### src/rtl/hpx_pkg.sv
package hpx_pkg;
  typedef struct packed {
    logic accept;
    logic finish;
  } hpxStrobe_t;

  localparam logic [2:0] ERR_NONE  = 3'd0;
  localparam logic [2:0] ERR_LATCH = 3'd1;
  localparam logic [2:0] ERR_BAD   = 3'd2;
  localparam logic [2:0] ERR_SPEED = 3'd4;

  localparam int         FLD_W    = 6;
  localparam logic [5:0] SLOT_RST = 6'h3F;
endpackage

### src/rtl/hpx_decode.sv
module hpx_decode #(
  parameter int NUM_SLOTS = 4,
  parameter int PI_LEVEL  = 2,
  parameter int SPD_W     = 4
) (
  input  logic [15:0]          cmdWord,
  input  logic [NUM_SLOTS-1:0] latchOpen,
  output logic [2:0]           errCode,
  output logic [NUM_SLOTS-1:0] slotHit,
  output logic [2:0]           fieldWe,
  output logic [5:0]           fieldVal,
  output logic                 speedWe,
  output logic [SPD_W-1:0]     speedVal
);
  import hpx_pkg::*;

  localparam bit EXT_OK = (PI_LEVEL >= 2);

  logic [7:0]           code;
  logic [7:0]           tgt;
  logic [NUM_SLOTS-1:0] tgtHit;
  logic                 wantPower;

  assign code      = cmdWord[7:0];
  assign tgt       = cmdWord[15:8];
  assign wantPower = (code[1:0] == 2'd1) || (code[1:0] == 2'd2);

  always_comb begin
    for (int i = 0; i < NUM_SLOTS; i++) tgtHit[i] = (tgt == 8'(i + 1));
  end

  always_comb begin
    errCode  = ERR_NONE;
    slotHit  = '0;
    fieldWe  = 3'b000;
    fieldVal = 6'd0;
    speedWe  = 1'b0;
    speedVal = '0;
    if (code[7:6] == 2'b00) begin
      if (tgtHit == '0) errCode = ERR_BAD;
      else if (wantPower && ((tgtHit & latchOpen) != '0)) errCode = ERR_LATCH;
      else begin
        slotHit  = tgtHit;
        fieldWe  = {code[5:4] != 2'd0, code[3:2] != 2'd0, code[1:0] != 2'd0};
        fieldVal = code[5:0];
      end
    end else if (code >= 8'h40 && code <= 8'h44) begin
      speedWe  = 1'b1;
      speedVal = SPD_W'(code - 8'h40);
    end else if (code == 8'h48 || code == 8'h49) begin
      if (latchOpen != '0) errCode = ERR_LATCH;
      else begin
        slotHit  = '1;
        fieldWe  = 3'b001;
        fieldVal = (code == 8'h49) ? 6'd2 : 6'd1;
      end
    end else if (code >= 8'h50 && code <= 8'h5D) begin
      if (EXT_OK) begin
        speedWe  = 1'b1;
        speedVal = SPD_W'(code[3:0]);
      end else errCode = ERR_SPEED;
    end else begin
      errCode = ERR_BAD;
    end
  end
endmodule

### src/rtl/hpx_ctrl.sv
module hpx_ctrl #(
  parameter int EXEC_CYCLES = 4
) (
  input  logic               clk,
  input  logic               rstN,
  input  logic               cmdWrEn,
  output logic               busy,
  output hpx_pkg::hpxStrobe_t strobe
);
  localparam int CNT_W = $clog2(EXEC_CYCLES + 1);

  logic [CNT_W-1:0] cnt;

  assign strobe.accept = cmdWrEn && !busy;
  assign strobe.finish = busy && (cnt == '0);

  always_ff @(posedge clk) begin
    if (!rstN) begin
      busy <= 1'b0;
      cnt  <= '0;
    end else if (strobe.accept) begin
      busy <= 1'b1;
      cnt  <= CNT_W'(EXEC_CYCLES - 1);
    end else if (busy) begin
      if (cnt == '0) busy <= 1'b0;
      else cnt <= cnt - 1'b1;
    end
  end
endmodule

### src/rtl/hpx_datapath.sv
module hpx_datapath #(
  parameter int NUM_SLOTS = 4,
  parameter int PI_LEVEL  = 2
) (
  input  logic                     clk,
  input  logic                     rstN,
  input  hpx_pkg::hpxStrobe_t      strobe,
  input  logic [15:0]              cmdWord,
  input  logic [NUM_SLOTS-1:0]     latchOpen,
  input  logic                     ctlWrEn,
  input  logic                     ctlGlobalMask,
  input  logic                     ctlCmdMask,
  input  logic                     ctlClearDone,
  output logic [2:0]               errCode,
  output logic [6*NUM_SLOTS-1:0]   slotFields,
  output logic [3:0]               busSpeed,
  output logic                     doneFlag,
  output logic                     globalMask,
  output logic                     cmdMask
);
  import hpx_pkg::*;

  localparam int SPD_W = (PI_LEVEL >= 2) ? 4 : 3;

  logic [15:0]          cmdHeld;
  logic [2:0]           decErr;
  logic [NUM_SLOTS-1:0] slotHit;
  logic [2:0]           fieldWe;
  logic [5:0]           fieldVal;
  logic                 speedWe;
  logic [SPD_W-1:0]     speedVal;
  logic [SPD_W-1:0]     speedReg;

  hpx_decode #(.NUM_SLOTS(NUM_SLOTS), .PI_LEVEL(PI_LEVEL), .SPD_W(SPD_W)) u_dec (
    .cmdWord(cmdHeld), .latchOpen(latchOpen), .errCode(decErr),
    .slotHit(slotHit), .fieldWe(fieldWe), .fieldVal(fieldVal),
    .speedWe(speedWe), .speedVal(speedVal)
  );

  always_ff @(posedge clk) begin
    if (!rstN) begin
      cmdHeld  <= 16'd0;
      errCode  <= ERR_NONE;
      speedReg <= '0;
    end else begin
      if (strobe.accept) begin
        cmdHeld <= cmdWord;
        errCode <= ERR_NONE;
      end
      if (strobe.finish) begin
        errCode <= decErr;
        if (speedWe) speedReg <= speedVal;
      end
    end
  end

  assign busSpeed = 4'(speedReg);

  for (genvar s = 0; s < NUM_SLOTS; s++) begin : g_slot
    logic [FLD_W-1:0] fld;
    always_ff @(posedge clk) begin
      if (!rstN) fld <= SLOT_RST;
      else if (strobe.finish && slotHit[s]) begin
        if (fieldWe[0]) fld[1:0] <= fieldVal[1:0];
        if (fieldWe[1]) fld[3:2] <= fieldVal[3:2];
        if (fieldWe[2]) fld[5:4] <= fieldVal[5:4];
      end
    end
    assign slotFields[s*FLD_W +: FLD_W] = fld;
  end

  always_ff @(posedge clk) begin
    if (!rstN) begin
      doneFlag   <= 1'b0;
      globalMask <= 1'b1;
      cmdMask    <= 1'b1;
    end else begin
      if (ctlWrEn) begin
        globalMask <= ctlGlobalMask;
        cmdMask    <= ctlCmdMask;
      end
      if (strobe.finish) doneFlag <= 1'b1;
      else if (ctlWrEn && ctlClearDone) doneFlag <= 1'b0;
    end
  end
endmodule

### src/rtl/hp_cmd_exec.sv
module hp_cmd_exec #(
  parameter int NUM_SLOTS   = 4,
  parameter int EXEC_CYCLES = 4,
  parameter int PI_LEVEL    = 2
) (
  input  logic                   clk,
  input  logic                   rstN,
  input  logic                   cmdWrEn,
  input  logic [15:0]            cmdWord,
  input  logic [NUM_SLOTS-1:0]   latchOpen,
  input  logic                   ctlWrEn,
  input  logic                   ctlGlobalMask,
  input  logic                   ctlCmdMask,
  input  logic                   ctlClearDone,
  output logic [3:0]             cmdStatus,
  output logic [6*NUM_SLOTS-1:0] slotFields,
  output logic [3:0]             busSpeed,
  output logic [31:0]            ctlReg,
  output logic                   cmdPendLoc,
  output logic                   irqReq
);
  hpx_pkg::hpxStrobe_t strobe;
  logic       busy;
  logic [2:0] errCode;
  logic       doneFlag;
  logic       globalMask;
  logic       cmdMask;

  hpx_ctrl #(.EXEC_CYCLES(EXEC_CYCLES)) u_ctrl (
    .clk(clk), .rstN(rstN), .cmdWrEn(cmdWrEn), .busy(busy), .strobe(strobe)
  );

  hpx_datapath #(.NUM_SLOTS(NUM_SLOTS), .PI_LEVEL(PI_LEVEL)) u_dp (
    .clk(clk), .rstN(rstN), .strobe(strobe), .cmdWord(cmdWord),
    .latchOpen(latchOpen), .ctlWrEn(ctlWrEn), .ctlGlobalMask(ctlGlobalMask),
    .ctlCmdMask(ctlCmdMask), .ctlClearDone(ctlClearDone), .errCode(errCode),
    .slotFields(slotFields), .busSpeed(busSpeed), .doneFlag(doneFlag),
    .globalMask(globalMask), .cmdMask(cmdMask)
  );

  assign cmdStatus  = {errCode, busy};
  assign ctlReg     = {15'd0, doneFlag, 13'd0, cmdMask, 1'b0, globalMask};
  assign cmdPendLoc = doneFlag && !cmdMask;
  assign irqReq     = cmdPendLoc && !globalMask;
endmodule

### config.mk
export PLATFORM = sky130hd
export DESIGN_NAME = hp_cmd_exec
export DESIGN_NICKNAME = d
export VERILOG_FILES = /design/src/rtl/hpx_pkg.sv /design/src/rtl/hpx_decode.sv /design/src/rtl/hpx_ctrl.sv /design/src/rtl/hpx_datapath.sv /design/src/rtl/hp_cmd_exec.sv
export SDC_FILE = /design/constraint.sdc
export NUM_CORES = 1
export LEC_CHECK = 0
export CORE_MARGIN = 5
export CORE_UTILIZATION = 35
export CTS_BUF_LIST = sky130_fd_sc_hd__clkbuf_8
export DETAILED_ROUTE_END_ITERATION = 10
export MAX_ROUTING_LAYER = met4
export SKIP_CTS_REPAIR_TIMING = 1
export SLEW_MARGIN = 20
export SYNTH_ARGS = -nofsm -noshare
export SYNTH_HDL_FRONTEND = slang
export SYNTH_SLANG_ARGS = --single-unit
### constraint.sdc
create_clock -name clk -period 2.18 [get_ports clk]
set_input_delay 0.218 -clock clk [delete_from_list [all_inputs] [get_ports clk]]
set_output_delay 0.218 -clock clk [all_outputs]
set_load 0.01 [all_outputs]
==> results.json, run 1 <==
{
  "grt_max_degree": 33,
  "design.final.nets": 421,
  "final.period_utilization": 0.953,
  "fp.dieArea_um2": 9900,
  "clock-skew-final_ps": 13.3,
  "cts-buffers-inserted": 5,
  "placed_cell_area_um2": 3490,
  "drt-wirelength-per-cell_um": 14.0,
  "layout_common_cells": "64 x nand2_1, 62 x clkdlybuf4s50_1, 52 x dfxtp_1",
  "initial_utilization": 0.361,
  "total_wire_length_after_detailed_routing_mm": 6.92,
  "floorplan.die.height_um": 99.5,
  "clock_tree_from_tritoncts": "yes",
  "fin_hold_ws_ps": 448,
  "diodes": 0,
  "yosysWarningCount": 0,
  "drive_above_1_share": 0.125,
  "report.final.hold_viol_count": 0,
  "port_buffers": 62,
  "initial_antenna_violation_count": 0,
  "ctsHtreeMaxLevel": 2,
  "clock_latency_of_the_later_clocked_register_in_the_worst_skew_pair_ps": 310,
  "vias": 2370,
  "core.rowCount": 32,
  "critical_path.max_fanout": 4,
  "final-setup-viol-count": 0,
  "synth-main-ff-cell": "dfxtp_1",
  "worst-endpoint-required_ps": 2400,
  "timing.critical_path.arrival_ps": 2300,
  "dp.final_hpwl_mm": 5.38,
  "clock_path_buffers": 2,
  "synth_largest_area_cell": "dfxtp_1",
  "synth-seq-area-share": 0.378,
  "pin_count": 93,
  "worst_ir_drop_vdd_mv": 0.242,
  "postSynthCellCount": 322,
  "synth_enable_flop_cells": 0,
  "power_density_nw_per_um2": 553,
  "drt_first_iter_violations": 86,
  "synth.area.top_cells": "dfxtp_1 38%, buf_4 9.4%, nand2_1 8.6%",
  "synth_cell_type_count": 54,
  "synth.cell_area_um2": 2800,
  "netlist.area_leader.share": 0.378,
  "first_pass_iters": 4,
  "final_critical_path_setup_slack_ps": 103,
  "dp_worst_setup_slack_ps": -241,
  "globalplace.congestion": 0.951,
  "postSynthRegisterBits": 53,
  "hp-class": "input port to flip-flop",
  "grt_overflow": 0,
  "cts_root_buffer": "clkbuf_8",
  "worstSetupPathType": "input port to flip-flop",
  "number_of_drc_violations_after_detailed_routing": 0,
  "drtAntennaViolNets": 0,
  "final_period_minus_worst_setup_slack_ps": 2080,
  "area_delta_synth_final_pct": 28.7,
  "async_flop_share": 0,
  "clkSlewWorstSetupHoldPaths_ps": 90,
  "synth_area_per_cell_um2": 8.71,
  "p_leak_uw": 0.00134,
  "cp-end-kind": "flip-flop",
  "layout.cell_area.non_filler_um2": 3610,
  "tightestPinTransition_ps": 663,
  "slew_headroom": 0.554,
  "die_width_um": 99.5,
  "grt_usage": 0.142,
  "final_common_cell": "nand2_1",
  "max-cap-violations": 0,
  "clkSinkCount": 53,
  "placeableCoreArea_um2": 7770,
  "grt_setup_unrepaired": "false",
  "clock.fmax_mhz": 482,
  "post_drt_via_cell_ratio": 4.81,
  "run_status": "completed",
  "first_pass_grt_wire_length_mm": 11.1,
  "critical_path.startpoint_type": "input port",
  "drv_slew": 0,
  "number_of_global_route_vias_before_repair": 2234
}
[area by class of cell]
class,count,area [um2]
clock buffer,5,68.8
clock inverter,3,18.8
fill,763,4160
inverter,8,30.0
multi-input combinational,236,1500
sequential,53,1060
tap,102,128
timing repair buffer,86,801
[flip-flops by register name, indices dropped and copies added (netlist names)]
name and cells:
u_dp.errCode 2, u_dp.busSpeed 4, u_ctrl.cnt 3, u_dp.cmdHeld 16, u_dp.cmdMask 1, u_ctrl.busy 1
u_dp.g_slot.fld 24, u_dp.doneFlag 1, u_dp.globalMask 1
[cell usage after synthesis (2+ instances only)]
cell type,count
a21oi_1,23
a221o_1,15
a221oi_1,2
a311oi_1,2
a41oi_1,2
buf_2,3
buf_4,35
buf_6,2
clkbuf_1,13
dfxtp_1,53
ha_1,4
inv_1,7
mux2i_1,15
nand2_1,64
nand2b_1,5
nand3_1,4
nand3b_1,2
nand4_1,3
nor2_1,18
nor2b_1,3
nor3_1,3
nor3_2,2
nor4_4,2
nor4bb_1,2
o21ai_0,5
o31a_1,2
o31ai_1,2
or2_1,2
or4_1,2
[critical path: stages]
cell	delay, ps
clkdlybuf4s50_1	460
or4_1	610
nor4_2	330
a41oi_2	120
nor3_2	300
mux2i_1	250
[logic make-up after synthesis]
kind of cell	Yosys count	share of synthesized area
compound gates	61	0.163
fa+ha+maj	4	0.0178
buf+inv	62	0.137
flops	53	0.378
mux	16	0.0576
other cells	1	0.00134
simple gates	125	0.245
[metal layers]
metal | up-vias | GRT usage | wire length, um
li1 | 1200 | - | -
met1 | 1097 | 0.179 | 3250
met2 | 65 | 0.232 | 3230
met3 | 8 | 0.0288 | 322
met4 | 0 | 0.0389 | 114
met5 | - | - | 0
[path summary, 6_finish.rpt]
kind	startpoint	to	slack, ps	cells past startpoint
worst max-delay path	latchOpen[0]	u_dp.g_slot[2].fld[0]	100	6
worst min-delay path	cmdWord[9]	u_dp.cmdHeld[9]	450	3
worst max register to register	u_ctrl.cnt[0]	u_dp.g_slot[2].fld[2]	130	7
worst min register to register	u_dp.cmdHeld[13]	u_dp.cmdHeld[13]	460	2
[where the power goes]
| part | internal (uW) | total [uW] | switching (uW) | leakage, uW |
|---|---|---|---|---|
| Clock | 223 | 552 | 329 | 0.0000416 |
| Combinational | 178 | 419 | 241 | 0.000863 |
| Sequential | 1000 | 1030 | 24.7 | 0.000433 |
[stage by stage]
step	cells	util	setup TNS, ps	power (uW)
3_5_place_dp	485	0.449	-1320	1450
4_1_cts	493	0.460	-16.6	2010
5_1_grt	493	0.465	0	2100
6_report	493	0.465	0	2000
3_3_place_gp	485	0.449	-804	1450
2_1_floorplan	351	-	0	1340
No activity file was read; power rests on OpenSTA's default activity.
==> run 2: changes to the inputs <==
CORE_ASPECT_RATIO = 0.7   (was unset)
clock period = 2.5 ns   (was 2.18 ns; I/O delays follow)
==> run 2 against run 1 <==
Clock power up 9.2%. Via count down 3.3%. Sequential cell count unchanged. Sequential power down 12%. Routed wire length down 2.4%. Hold slack better by 12 ps. Non-clock buffer count down 17. Register-to-register slack better by 200 ps. Setup slack better by 220 ps.
==> results.json, run 2 (synthesis gave the netlist of run 1 again) <==
{
  "run_status": "completed",
  "number_of_drc_violations_after_detailed_routing": 0,
  "vias": 2292,
  "largest_register_ff_count": 24,
  "fp.dieArea_um2": 9930,
  "drv_slew": 0,
  "initial_antenna_violation_count": 0,
  "drt-wirelength-per-cell_um": 14.2,
  "floorplan.die.height_um": 84.9,
  "clkPwrFrac": 0.331,
  "post_drt_via_cell_ratio": 4.83,
  "power.share.sequential": 0.499,
  "buf_inv_stages_crit_path": 0,
  "utilization": 0.445,
  "layout_common_cells": "64 x nand2_1, 62 x clkdlybuf4s50_1, 53 x dfxtp_1",
  "clock_latency_of_the_later_clocked_register_in_the_worst_skew_pair_ps": 300,
  "final_critical_path_setup_slack_ps": 327,
  "cts-buffers-inserted": 5,
  "dp.final_hpwl_mm": 5.16,
  "placed_cell_area_um2": 3360,
  "finalSetupTns_ps": 0,
  "final_period_minus_worst_setup_slack_ps": 2170,
  "grt_max_degree": 45,
  "first_pass_grt_wire_length_mm": 10.7,
  "total_wire_length_after_detailed_routing_mm": 6.75,
  "slew_headroom": 0.533,
  "drt_first_iter_violations": 189,
  "critical_path.startpoint_type": "flip-flop",
  "worstPathCellList": "and4bb_1, o31a_1, nor4_4, nand2_1, a221o_1",
  "critical_path.max_fanout": 13,
  "p_leak_uw": 0.00126,
  "diodes": 0,
  "power.share.switching": 0.281,
  "placeableCoreArea_um2": 7840,
  "report.final.hold_viol_count": 0,
  "cp-end-kind": "flip-flop",
  "clkSlewWorstSetupHoldPaths_ps": 100,
  "cp.depth": 5,
  "initial_utilization": 0.358,
  "design.final.nets": 404,
  "r2r_cells": 5,
  "number_of_global_route_vias_before_repair": 2093,
  "tightestPinTransition_ps": 701,
  "clock_path_buffers": 2,
  "layout.cell_area.non_filler_um2": 3490,
  "worst-endpoint-required_ps": 2700,
  "largest_register": "u_dp.g_slot.fld",
  "final_common_cell": "nand2_1",
  "drtAntennaViolNets": 0,
  "p_switching_uw": 513,
  "first_pass_iters": 4,
  "clock_tree_from_tritoncts": "yes",
  "cts_root_buffer": "clkbuf_8",
  "clock-skew-final_ps": 7.75,
  "core.rowCount": 27,
  "worst_ir_drop_vdd_mv": 0.291,
  "drive_above_1_share": 0.0802,
  "globalplace.congestion": 0.906,
  "clock.fmax_mhz": 460,
  "max_stage_delay_ps": 560,
  "worstSetupPathType": "flip-flop to flip-flop",
  "grt_overflow": 0,
  "hp-class": "flip-flop to flip-flop",
  "clkSinkCount": 53,
  "power_density_nw_per_um2": 523,
  "total_power_uw": 1820,
  "dp_worst_setup_slack_ps": 94.5,
  "grt_usage": 0.137,
  "slowest_stage_cell_crit_path": "dfxtp_1",
  "cp_top_family": "simple AND/OR/NAND/NOR gates",
  "die_width_um": 117,
  "final.period_utilization": 0.869,
  "combinationalPowerShare": 0.170,
  "timing.critical_path.arrival_ps": 2380,
  "max-cap-violations": 0,
  "final-setup-viol-count": 0,
  "pin_count": 93,
  "internal_power_uw": 1310,
  "grt_setup_unrepaired": "false",
  "area_delta_synth_final_pct": 24.3,
  "hold_depth": 2,
  "port_buffers": 62,
  "ctsHtreeMaxLevel": 2
}
-- run 2: cell count changes in the layout (fill, tap and decap cells not counted), sizes merged --
| cell | before | now |
|---|---|---|
| clkinv | 0 | 1 |
| clkinvlp | 2 | 0 |
| bufinv | 0 | 1 |
| buf | 24 | 7 |
-- run 2: power groups by stage --
| stage | clock (uW) | sequential (uW) | combinational (uW) |
|---|---|---|---|
| global route | 668 | 916 | 342 |
| detailed placement | 0 | 930 | 306 |
| floorplan | 0 | 910 | 262 |
| finish | 603 | 911 | 310 |
| global placement | 0 | 929 | 305 |
| CTS | 624 | 911 | 307 |
-- run 2: path summary, 6_finish.rpt --
check | startpoint | end | slack, ps
max reg2reg | u_dp.cmdHeld[8] | u_dp.g_slot[0].fld[3] | 330
min reg2reg | u_dp.cmdHeld[13] | u_dp.cmdHeld[13] | 460
max | u_dp.cmdHeld[8] | u_dp.g_slot[0].fld[3] | 330
min | u_dp.cmdHeld[13] | u_dp.cmdHeld[13] | 460
-- run 2: final cells by class --
class / instances / area (um2)
clock buffer: 5 / 68.8
sequential: 53 / 1060
clock inverter: 3 / 50.0
multi-input combinational: 236 / 1480
timing repair buffer: 69 / 673
tap: 101 / 126
inverter: 8 / 30.0
fill: 810 / 4350
-- run 2: per-stage QoR --
step                      hold slack (ps)  instances
final                                 460        475
after global placement                444        467
after global routing                  484        475
after CTS                             463        475
after floorplan                       378        351
after detailed placement              448        467
-- run 2: per-layer routing --
layer  global-route usage  share of wire
met1                0.202           0.49
met2                0.198           0.43
met3               0.0271          0.075
met4               0.0167         0.0028
met5                    -              0
-- run 2: worst reg2reg max path: cells and delay by family, from the launching register on --
| kind | cells | cell delay (ps) |
|---|---|---|
| DFF | 1 | 560 |
| and+or+nand+nor | 3 | 820 |
| AOI/OAI and AO/OA | 2 | 700 |
